--- config.mk ---
export PLATFORM = sky130hd
export DESIGN_NAME = tap_instr_decoder
export DESIGN_NICKNAME = d
export VERILOG_FILES = /design/src/rtl/tid_pkg.sv /design/src/rtl/tid_ir_stage.sv /design/src/rtl/tid_shadow_reg.sv /design/src/rtl/tap_instr_decoder.sv
export SDC_FILE = /design/constraint.sdc
export NUM_CORES = 1
export LEC_CHECK = 0
export BUFFER_PORTS_ARGS = -buffer_cell sky130_fd_sc_hd__buf_2
export CAP_MARGIN = 20
export CELL_PAD_IN_SITES_DETAIL_PLACEMENT = 1
export CELL_PAD_IN_SITES_GLOBAL_PLACEMENT = 1
export CORE_MARGIN = 2
export CORE_UTILIZATION = 40
export DETAILED_ROUTE_END_ITERATION = 8
export GPL_ROUTABILITY_DRIVEN = 1
export PLACE_DENSITY_LB_ADDON = 0.1
export SYNTH_ARGS = -nofsm -noshare
export SYNTH_HDL_FRONTEND = slang
export SYNTH_SLANG_ARGS = --single-unit
--- constraint.sdc ---
create_clock -name tck -period 2.27 [get_ports tck]
set_clock_uncertainty 0.05 [all_clocks]
set_input_delay 0.3405 -clock tck [delete_from_list [all_inputs] [get_ports tck]]
set_output_delay 0.3405 -clock tck [all_outputs]
set_load 0.01 [all_outputs]
--- src/rtl/tid_pkg.sv ---
package tid_pkg;
  localparam int unsigned IR_W = 5;

  typedef enum logic [2:0] {
    PATH_BYP = 3'd0,
    PATH_BSR = 3'd1,
    PATH_ID  = 3'd2,
    PATH_DBG = 3'd3,
    PATH_SEL = 3'd4,
    PATH_GPR = 3'd5
  } path_e;

  localparam logic [IR_W-1:0] OP_EXTEST  = 5'b00000;
  localparam logic [IR_W-1:0] OP_SAMPLE  = 5'b00001;
  localparam logic [IR_W-1:0] OP_IDCODE  = 5'b00010;
  localparam logic [IR_W-1:0] OP_CLAMP   = 5'b00011;
  localparam logic [IR_W-1:0] OP_HIGHZ   = 5'b00100;
  localparam logic [IR_W-1:0] OP_DBG     = 5'b00110;
  localparam logic [IR_W-1:0] OP_DBGREQ  = 5'b00111;
  localparam logic [IR_W-1:0] OP_CHOOSE  = 5'b01001;
  localparam logic [IR_W-1:0] OP_GPR     = 5'b01101;
  localparam logic [IR_W-1:0] OP_BYPASS  = 5'b11111;
  localparam logic [IR_W-1:0] CAP_PATTERN = 5'b00001;

  typedef struct packed {
    path_e path;
    logic  drive_bsr;
    logic  hiz;
    logic  sys_rst;
    logic  dbg_on;
    logic  dbg_req;
  } ctl_t;

  // Map an active instruction to its path and side-effect controls.
  function automatic ctl_t decode_op(input logic [IR_W-1:0] op);
    ctl_t c;
    c = '{path: PATH_BYP, drive_bsr: 1'b0, hiz: 1'b0, sys_rst: 1'b0,
          dbg_on: 1'b0, dbg_req: 1'b0};
    case (op)
      OP_EXTEST: begin c.path = PATH_BSR; c.drive_bsr = 1'b1; end
      OP_SAMPLE: c.path = PATH_BSR;
      OP_IDCODE: c.path = PATH_ID;
      OP_CLAMP:  begin c.drive_bsr = 1'b1; c.sys_rst = 1'b1; end
      OP_HIGHZ:  begin c.hiz = 1'b1; c.sys_rst = 1'b1; end
      OP_DBG:    begin c.path = PATH_DBG; c.dbg_on = 1'b1; end
      OP_DBGREQ: begin c.path = PATH_DBG; c.dbg_on = 1'b1; c.dbg_req = 1'b1; end
      OP_CHOOSE: c.path = PATH_SEL;
      OP_GPR:    c.path = PATH_GPR;
      default:   c.path = PATH_BYP;
    endcase
    return c;
  endfunction

  // Masked merge used for register updates.
  function automatic logic [63:0] merge_masked(input logic [63:0] old_v,
                                               input logic [63:0] new_v,
                                               input logic [63:0] mask);
    return (old_v & ~mask) | (new_v & mask);
  endfunction
endpackage

--- src/rtl/tid_ir_stage.sv ---
module tid_ir_stage
  import tid_pkg::*;
(
  input  logic            tck,
  input  logic            trst_n,
  input  logic            tlr,
  input  logic            cap,
  input  logic            shf,
  input  logic            upd,
  input  logic            tdi,
  output logic            so,
  output logic [IR_W-1:0] act,
  output logic            upd_ev
);
  logic [IR_W-1:0] sh_q;

  assign upd_ev = upd & ~tlr;
  assign so     = sh_q[0];

  always_ff @(posedge tck or negedge trst_n) begin
    if (!trst_n)  sh_q <= '0;
    else if (cap) sh_q <= CAP_PATTERN;
    else if (shf) sh_q <= {tdi, sh_q[IR_W-1:1]};
  end

  always_ff @(negedge tck or negedge trst_n) begin
    if (!trst_n)     act <= OP_BYPASS;
    else if (tlr)    act <= OP_BYPASS;
    else if (upd_ev) act <= sh_q;
  end
endmodule

--- src/rtl/tid_shadow_reg.sv ---
module tid_shadow_reg #(
  parameter int unsigned W        = 4,
  parameter logic [W-1:0] RST_VAL = '0,
  parameter logic [W-1:0] WR_MASK = '1
) (
  input  logic         tck,
  input  logic         trst_n,
  input  logic         sel,
  input  logic         cap,
  input  logic         shf,
  input  logic         upd,
  input  logic         clr,
  input  logic         tdi,
  output logic         so,
  output logic [W-1:0] q
);
  logic [W-1:0] sh_q;
  logic [63:0]  merged;

  assign so     = sh_q[0];
  assign merged = tid_pkg::merge_masked(64'(q), 64'(sh_q), 64'(WR_MASK));

  always_ff @(posedge tck or negedge trst_n) begin
    if (!trst_n)         sh_q <= '0;
    else if (sel && cap) sh_q <= q;
    else if (sel && shf) sh_q <= {tdi, sh_q[W-1:1]};
  end

  always_ff @(negedge tck or negedge trst_n) begin
    if (!trst_n)         q <= RST_VAL;
    else if (clr)        q <= RST_VAL;
    else if (sel && upd) q <= merged[W-1:0];
  end
endmodule

--- src/rtl/tap_instr_decoder.sv ---
module tap_instr_decoder
  import tid_pkg::*;
#(
  parameter int unsigned NMOD = 4,
  parameter int unsigned GPR_W = 8,
  parameter logic [GPR_W-1:0] GPR_MASK = 8'h3C
) (
  input  logic             tck,
  input  logic             trst_n,
  input  logic             tlr,
  input  logic             cap_ir,
  input  logic             shf_ir,
  input  logic             upd_ir,
  input  logic             cap_dr,
  input  logic             shf_dr,
  input  logic             upd_dr,
  input  logic             tdi,
  output logic             ir_so,
  output logic             loc_so,
  output logic [2:0]       dr_path,
  output logic             drive_from_bsr,
  output logic             pins_hiz,
  output logic             sys_rst,
  output logic [NMOD-1:0]  dbg_enable,
  output logic [NMOD-1:0]  dbg_request,
  output logic [NMOD-1:0]  dbg_select,
  output logic [GPR_W-1:0] gpr_q
);
  localparam logic [NMOD-1:0] SEL_ALL = '1;

  logic [IR_W-1:0] ir_act;
  logic            ir_upd_ev;
  ctl_t            ctl;
  logic            on_byp, on_sel, on_gpr;
  logic            byp_q, sel_so, gpr_so;

  tid_ir_stage u_ir (
    .tck(tck), .trst_n(trst_n), .tlr(tlr), .cap(cap_ir), .shf(shf_ir),
    .upd(upd_ir), .tdi(tdi), .so(ir_so), .act(ir_act), .upd_ev(ir_upd_ev)
  );

  assign ctl    = decode_op(ir_act);
  assign on_byp = (ctl.path == PATH_BYP);
  assign on_sel = (ctl.path == PATH_SEL);
  assign on_gpr = (ctl.path == PATH_GPR);

  assign dr_path        = ctl.path;
  assign drive_from_bsr = ctl.drive_bsr;
  assign pins_hiz       = ctl.hiz;
  assign sys_rst        = ctl.sys_rst;

  tid_shadow_reg #(.W(NMOD), .RST_VAL(SEL_ALL), .WR_MASK(SEL_ALL)) u_sel (
    .tck(tck), .trst_n(trst_n), .sel(on_sel), .cap(cap_dr), .shf(shf_dr),
    .upd(upd_dr), .clr(tlr), .tdi(tdi), .so(sel_so), .q(dbg_select)
  );

  tid_shadow_reg #(.W(GPR_W), .RST_VAL('0), .WR_MASK(GPR_MASK)) u_gpr (
    .tck(tck), .trst_n(trst_n), .sel(on_gpr), .cap(cap_dr), .shf(shf_dr),
    .upd(upd_dr), .clr(1'b0), .tdi(tdi), .so(gpr_so), .q(gpr_q)
  );

  always_ff @(posedge tck or negedge trst_n) begin
    if (!trst_n)               byp_q <= 1'b0;
    else if (on_byp && cap_dr) byp_q <= 1'b0;
    else if (on_byp && shf_dr) byp_q <= tdi;
  end

  always_comb begin
    case (ctl.path)
      PATH_BYP: loc_so = byp_q;
      PATH_SEL: loc_so = sel_so;
      PATH_GPR: loc_so = gpr_so;
      default:  loc_so = 1'b0;
    endcase
  end

  for (genvar m = 0; m < NMOD; m++) begin : g_mod
    assign dbg_enable[m]  = ctl.dbg_on  & dbg_select[m];
    assign dbg_request[m] = ctl.dbg_req & dbg_select[m];
  end
endmodule

==> results_dict.tcl <==
set metrics [dict create \
    seq_power_share_pct 46.8 \
    wire_per_inst_um 16.4 \
    ir_worst_vdd_v 0.000546 \
    seq_area_um2 787 \
    finalHoldViolations 0 \
    cts_buffer_depth 2 \
    cp_top_family "flip-flops" \
    ys.flop_type "dfrtp_1" \
    start_util_pct 41.0 \
    detail-route-antenna-nets 0 \
    synth.top_cell.area_share_pct 28.1 \
    grt_antenna_before_repair 0 \
    worstSetupStartpointType "flop" \
    cts_buffers 5 \
    pin_count 38 \
    avgSynthCellArea_um2 10.5 \
    synth_cell_types 38 \
    h-tree-depth 2 \
    cts_tree "yes" \
    powerDensity_nw_per_um2 562 \
    clk_latency_ns 0.35 \
    async_reset_ff_share_pct 100 \
    synth_compound_area_share_pct 17.4 \
    r2r_cells 5 \
    drv_slew 0 \
    wl_met3_um 156 \
    fin_ws_ns -1.06 \
    rsz0062_at_grt "true" \
    grt_pass1_vias 1500 \
    grt_overflow_total 0 \
    ys_ff_latch 31 \
    cp.required_ns 1.88 \
    clk_pin_slew_worst_paths_ns 0.06 \
    setup_violations 36 \
    synth_top_cell_by_area "dfrtp_1" \
    p_leak_uw 0.00117 \
    clkPwrFrac_pct 35.0 \
    power.internal_uw 958 \
    synth_area_um2 1600 \
    power_frac_comb_pct 18.2 \
    slowest_delay_ns 0.54 \
    drt_iter0_drc 55 \
    wl_met1_mm 1.90 \
    maxCapViolCount 0 \
    port_buffers 33 \
    nFillCells 416 \
    synthAdderAreaFrac_pct 0 \
    grt_max_degree 24 \
    cts_root_buf "clkbuf_8" \
    cp.depth 4 \
    grt_use_total_pct 22.2 \
    cts_num_sinks 31 \
    routed_wl_mm 4.59 \
    place_congestion 0.776 \
    vias_per_cell 5.33 \
    die_w_um 67.3 \
    p_total_uw 1360 \
    worstPathCellList "or3b_4 > o2111a_1 > o211ai_1 > buf_2" \
    die_y_um 67.3 \
    synth_edf_count 0 \
    final_nets 238 \
    core.rowCount 23 \
    ys_warn_count 0 \
    synthCells 152 \
    drt_pass1_iterations 4 \
    hold_ws_ns 0.228 \
    insertedDiodeCount 0 \
    vias 1486 \
    worst-setup-path-type "reg -> out" \
    synth_top_family_by_area "simple AND/OR/NAND/NOR gates" \
    swShare_pct 29.7 \
    grt_pass1_wl_mm 7.28 \
    die-area_um2 4530 \
    violations "setup timing" \
    setup-tns-final_ns -22.11 \
    min_delay_path_depth 2 \
    ys_seq_area_share_pct 49.1 \
    worst-path-buf-inv 1 \
    worst-path-max-fanout 4 \
    route.detailed.drc 0 \
    synth.area.top_cells "dfrtp_1 (28%), dfstp_2 (15%), dfrtn_1 (6.2%), mux2i_1 (5.6%), o2bb2ai_1 (4.9%)" \
    syn_to_final_growth_pct 51.2 \
    critPathSlowestCell "dfstp_2" \
    drive_above_1_share_pct 52.8 \
    hpwl_mm 3.16 \
    rrSetupSlack_ns -0.66 \
    dp_cells 247 \
    cp-end-kind "output port" \
    final_cells 279 \
    met2_length_mm 2.47 \
    synth-simple-area-share_pct 17.7 \
    synth_mux_area_share_pct 8.43 \
    net-switching-power_uw 404 \
    crit_arrival_ns 2.94 \
    core_um2 3910 \
    hold_class "in -> reg" \
    outcome "finished with violations" \
    multiInputGateArea_um2 866 \
    synthXorXnorAreaFrac_pct 0 \
    route.top_layer_used "met4" \
]
cell type report:
cell class / instances / area share (%)
multi-input cells: 102 / 35.7
flip-flops and latches: 31 / 32.5
repair buffers: 72 / 23.3
clock buffers: 6 / 2.99
well taps: 50 / 2.58
clock inverters: 11 / 1.70
inverters: 7 / 1.19
Yosys cell counts (2+ instances only):
master     instances
dfrtp_1           18
nor2_1            14
dfstp_2            9
mux2i_1            9
nand2_1            9
o2bb2ai_1          9
a22oi_1            8
and3_1             6
inv_1              6
o211ai_1           6
buf_4              5
and2_1             4
clkbuf_1           4
dfrtn_1            4
mux2_2             4
nand3_1            4
nor2b_1            4
a32o_1             3
buf_2              3
or3_1              3
inv_2              2
nor3_1             2
logic make-up after synthesis:
| family | after synthesis |
|---|---|
| flops | 31 |
| simple gates | 51 |
| mux | 13 |
| other cells | 1 |
| compound gates | 34 |
| buf+inv | 22 |
worst reg2reg max path, cell delays in order, from the launching register on:
cell and delay (ns):
dfstp_2 0.61, nand4bb_4 0.16, buf_6 0.15, or3_4 0.35
buf_6 0.15, o2bb2ai_2 0.11
path summary, 6_finish.rpt:
check,start,end
max in group asynchronous,trst_n,u_sel.q[2]
worst min-delay path,cap_ir,u_ir.sh_q[1]
worst max register to register,u_ir.act[0],u_gpr.sh_q[4]
min in group asynchronous,trst_n,u_ir.sh_q[0]
worst max-delay path,u_ir.act[2],loc_so
worst min register to register,u_gpr.sh_q[6],u_gpr.sh_q[6]
per-layer routing:
| metal | GRT usage, % | vias to the layer above |
|---|---|---|
| met1 | 26.4 | 751 |
| met4 | 8.42 | 0 |
| met3 | 5.17 | 6 |
| li1 | - | 695 |
| met5 | 0 | - |
| met2 | 38.7 | 34 |
through the flow:
| step | area, um2 | setup slack [ns] | utilization (%) |
|---|---|---|---|
| 6_report | 2420 | -1.06 | 61.9 |
| 2_1_floorplan | 1700 | -0.650 | - |
| 5_1_grt | 2420 | -1.14 | 61.9 |
| 3_5_place_dp | 1990 | -0.721 | 51.0 |
| 4_1_cts | 2270 | -1.01 | 58.0 |
| 3_3_place_gp | 1990 | -0.643 | 51.0 |
state kept, by name (all words and copies together), names as in the netlist:
register and count:
u_sel.sh_q 4, u_ir.sh_q 5, u_sel.q 4, u_gpr.q 4, u_gpr.sh_q 8, byp_q 1
u_ir.act 5
layout by cell type, fill, tap and decap left out, types with 5 or more instances in the layout:
cell,n
buf_4,30
buf_6,20
clkbuf_8,5
buf_2,21
o211ai_1,6
o2bb2ai_2,6
inv_1,14
nor2_1,14
dfstp_2,9
dfrtp_1,18
nand2_1,9
a22oi_1,8
mux2i_1,9
power groups by stage:
stage               clock [uW]  combinational (uW)  sequential [uW]
finish                     477                 248              637
global route               533                 268              645
CTS                        485                 217              635
detailed placement        27.1                 194              645
global placement          27.1                 186              643
floorplan                 27.1                 126              634
what timing repair did:
item                                   CTS  global route
endpoints found under the hold margin    9             0
hold buffers                             1             0
setup endpoints to repair               36            36
buffers inserted                        11             6
resized for setup                       17            25
pin swaps                                8            13
No activity file was read; power rests on OpenSTA's default activity.
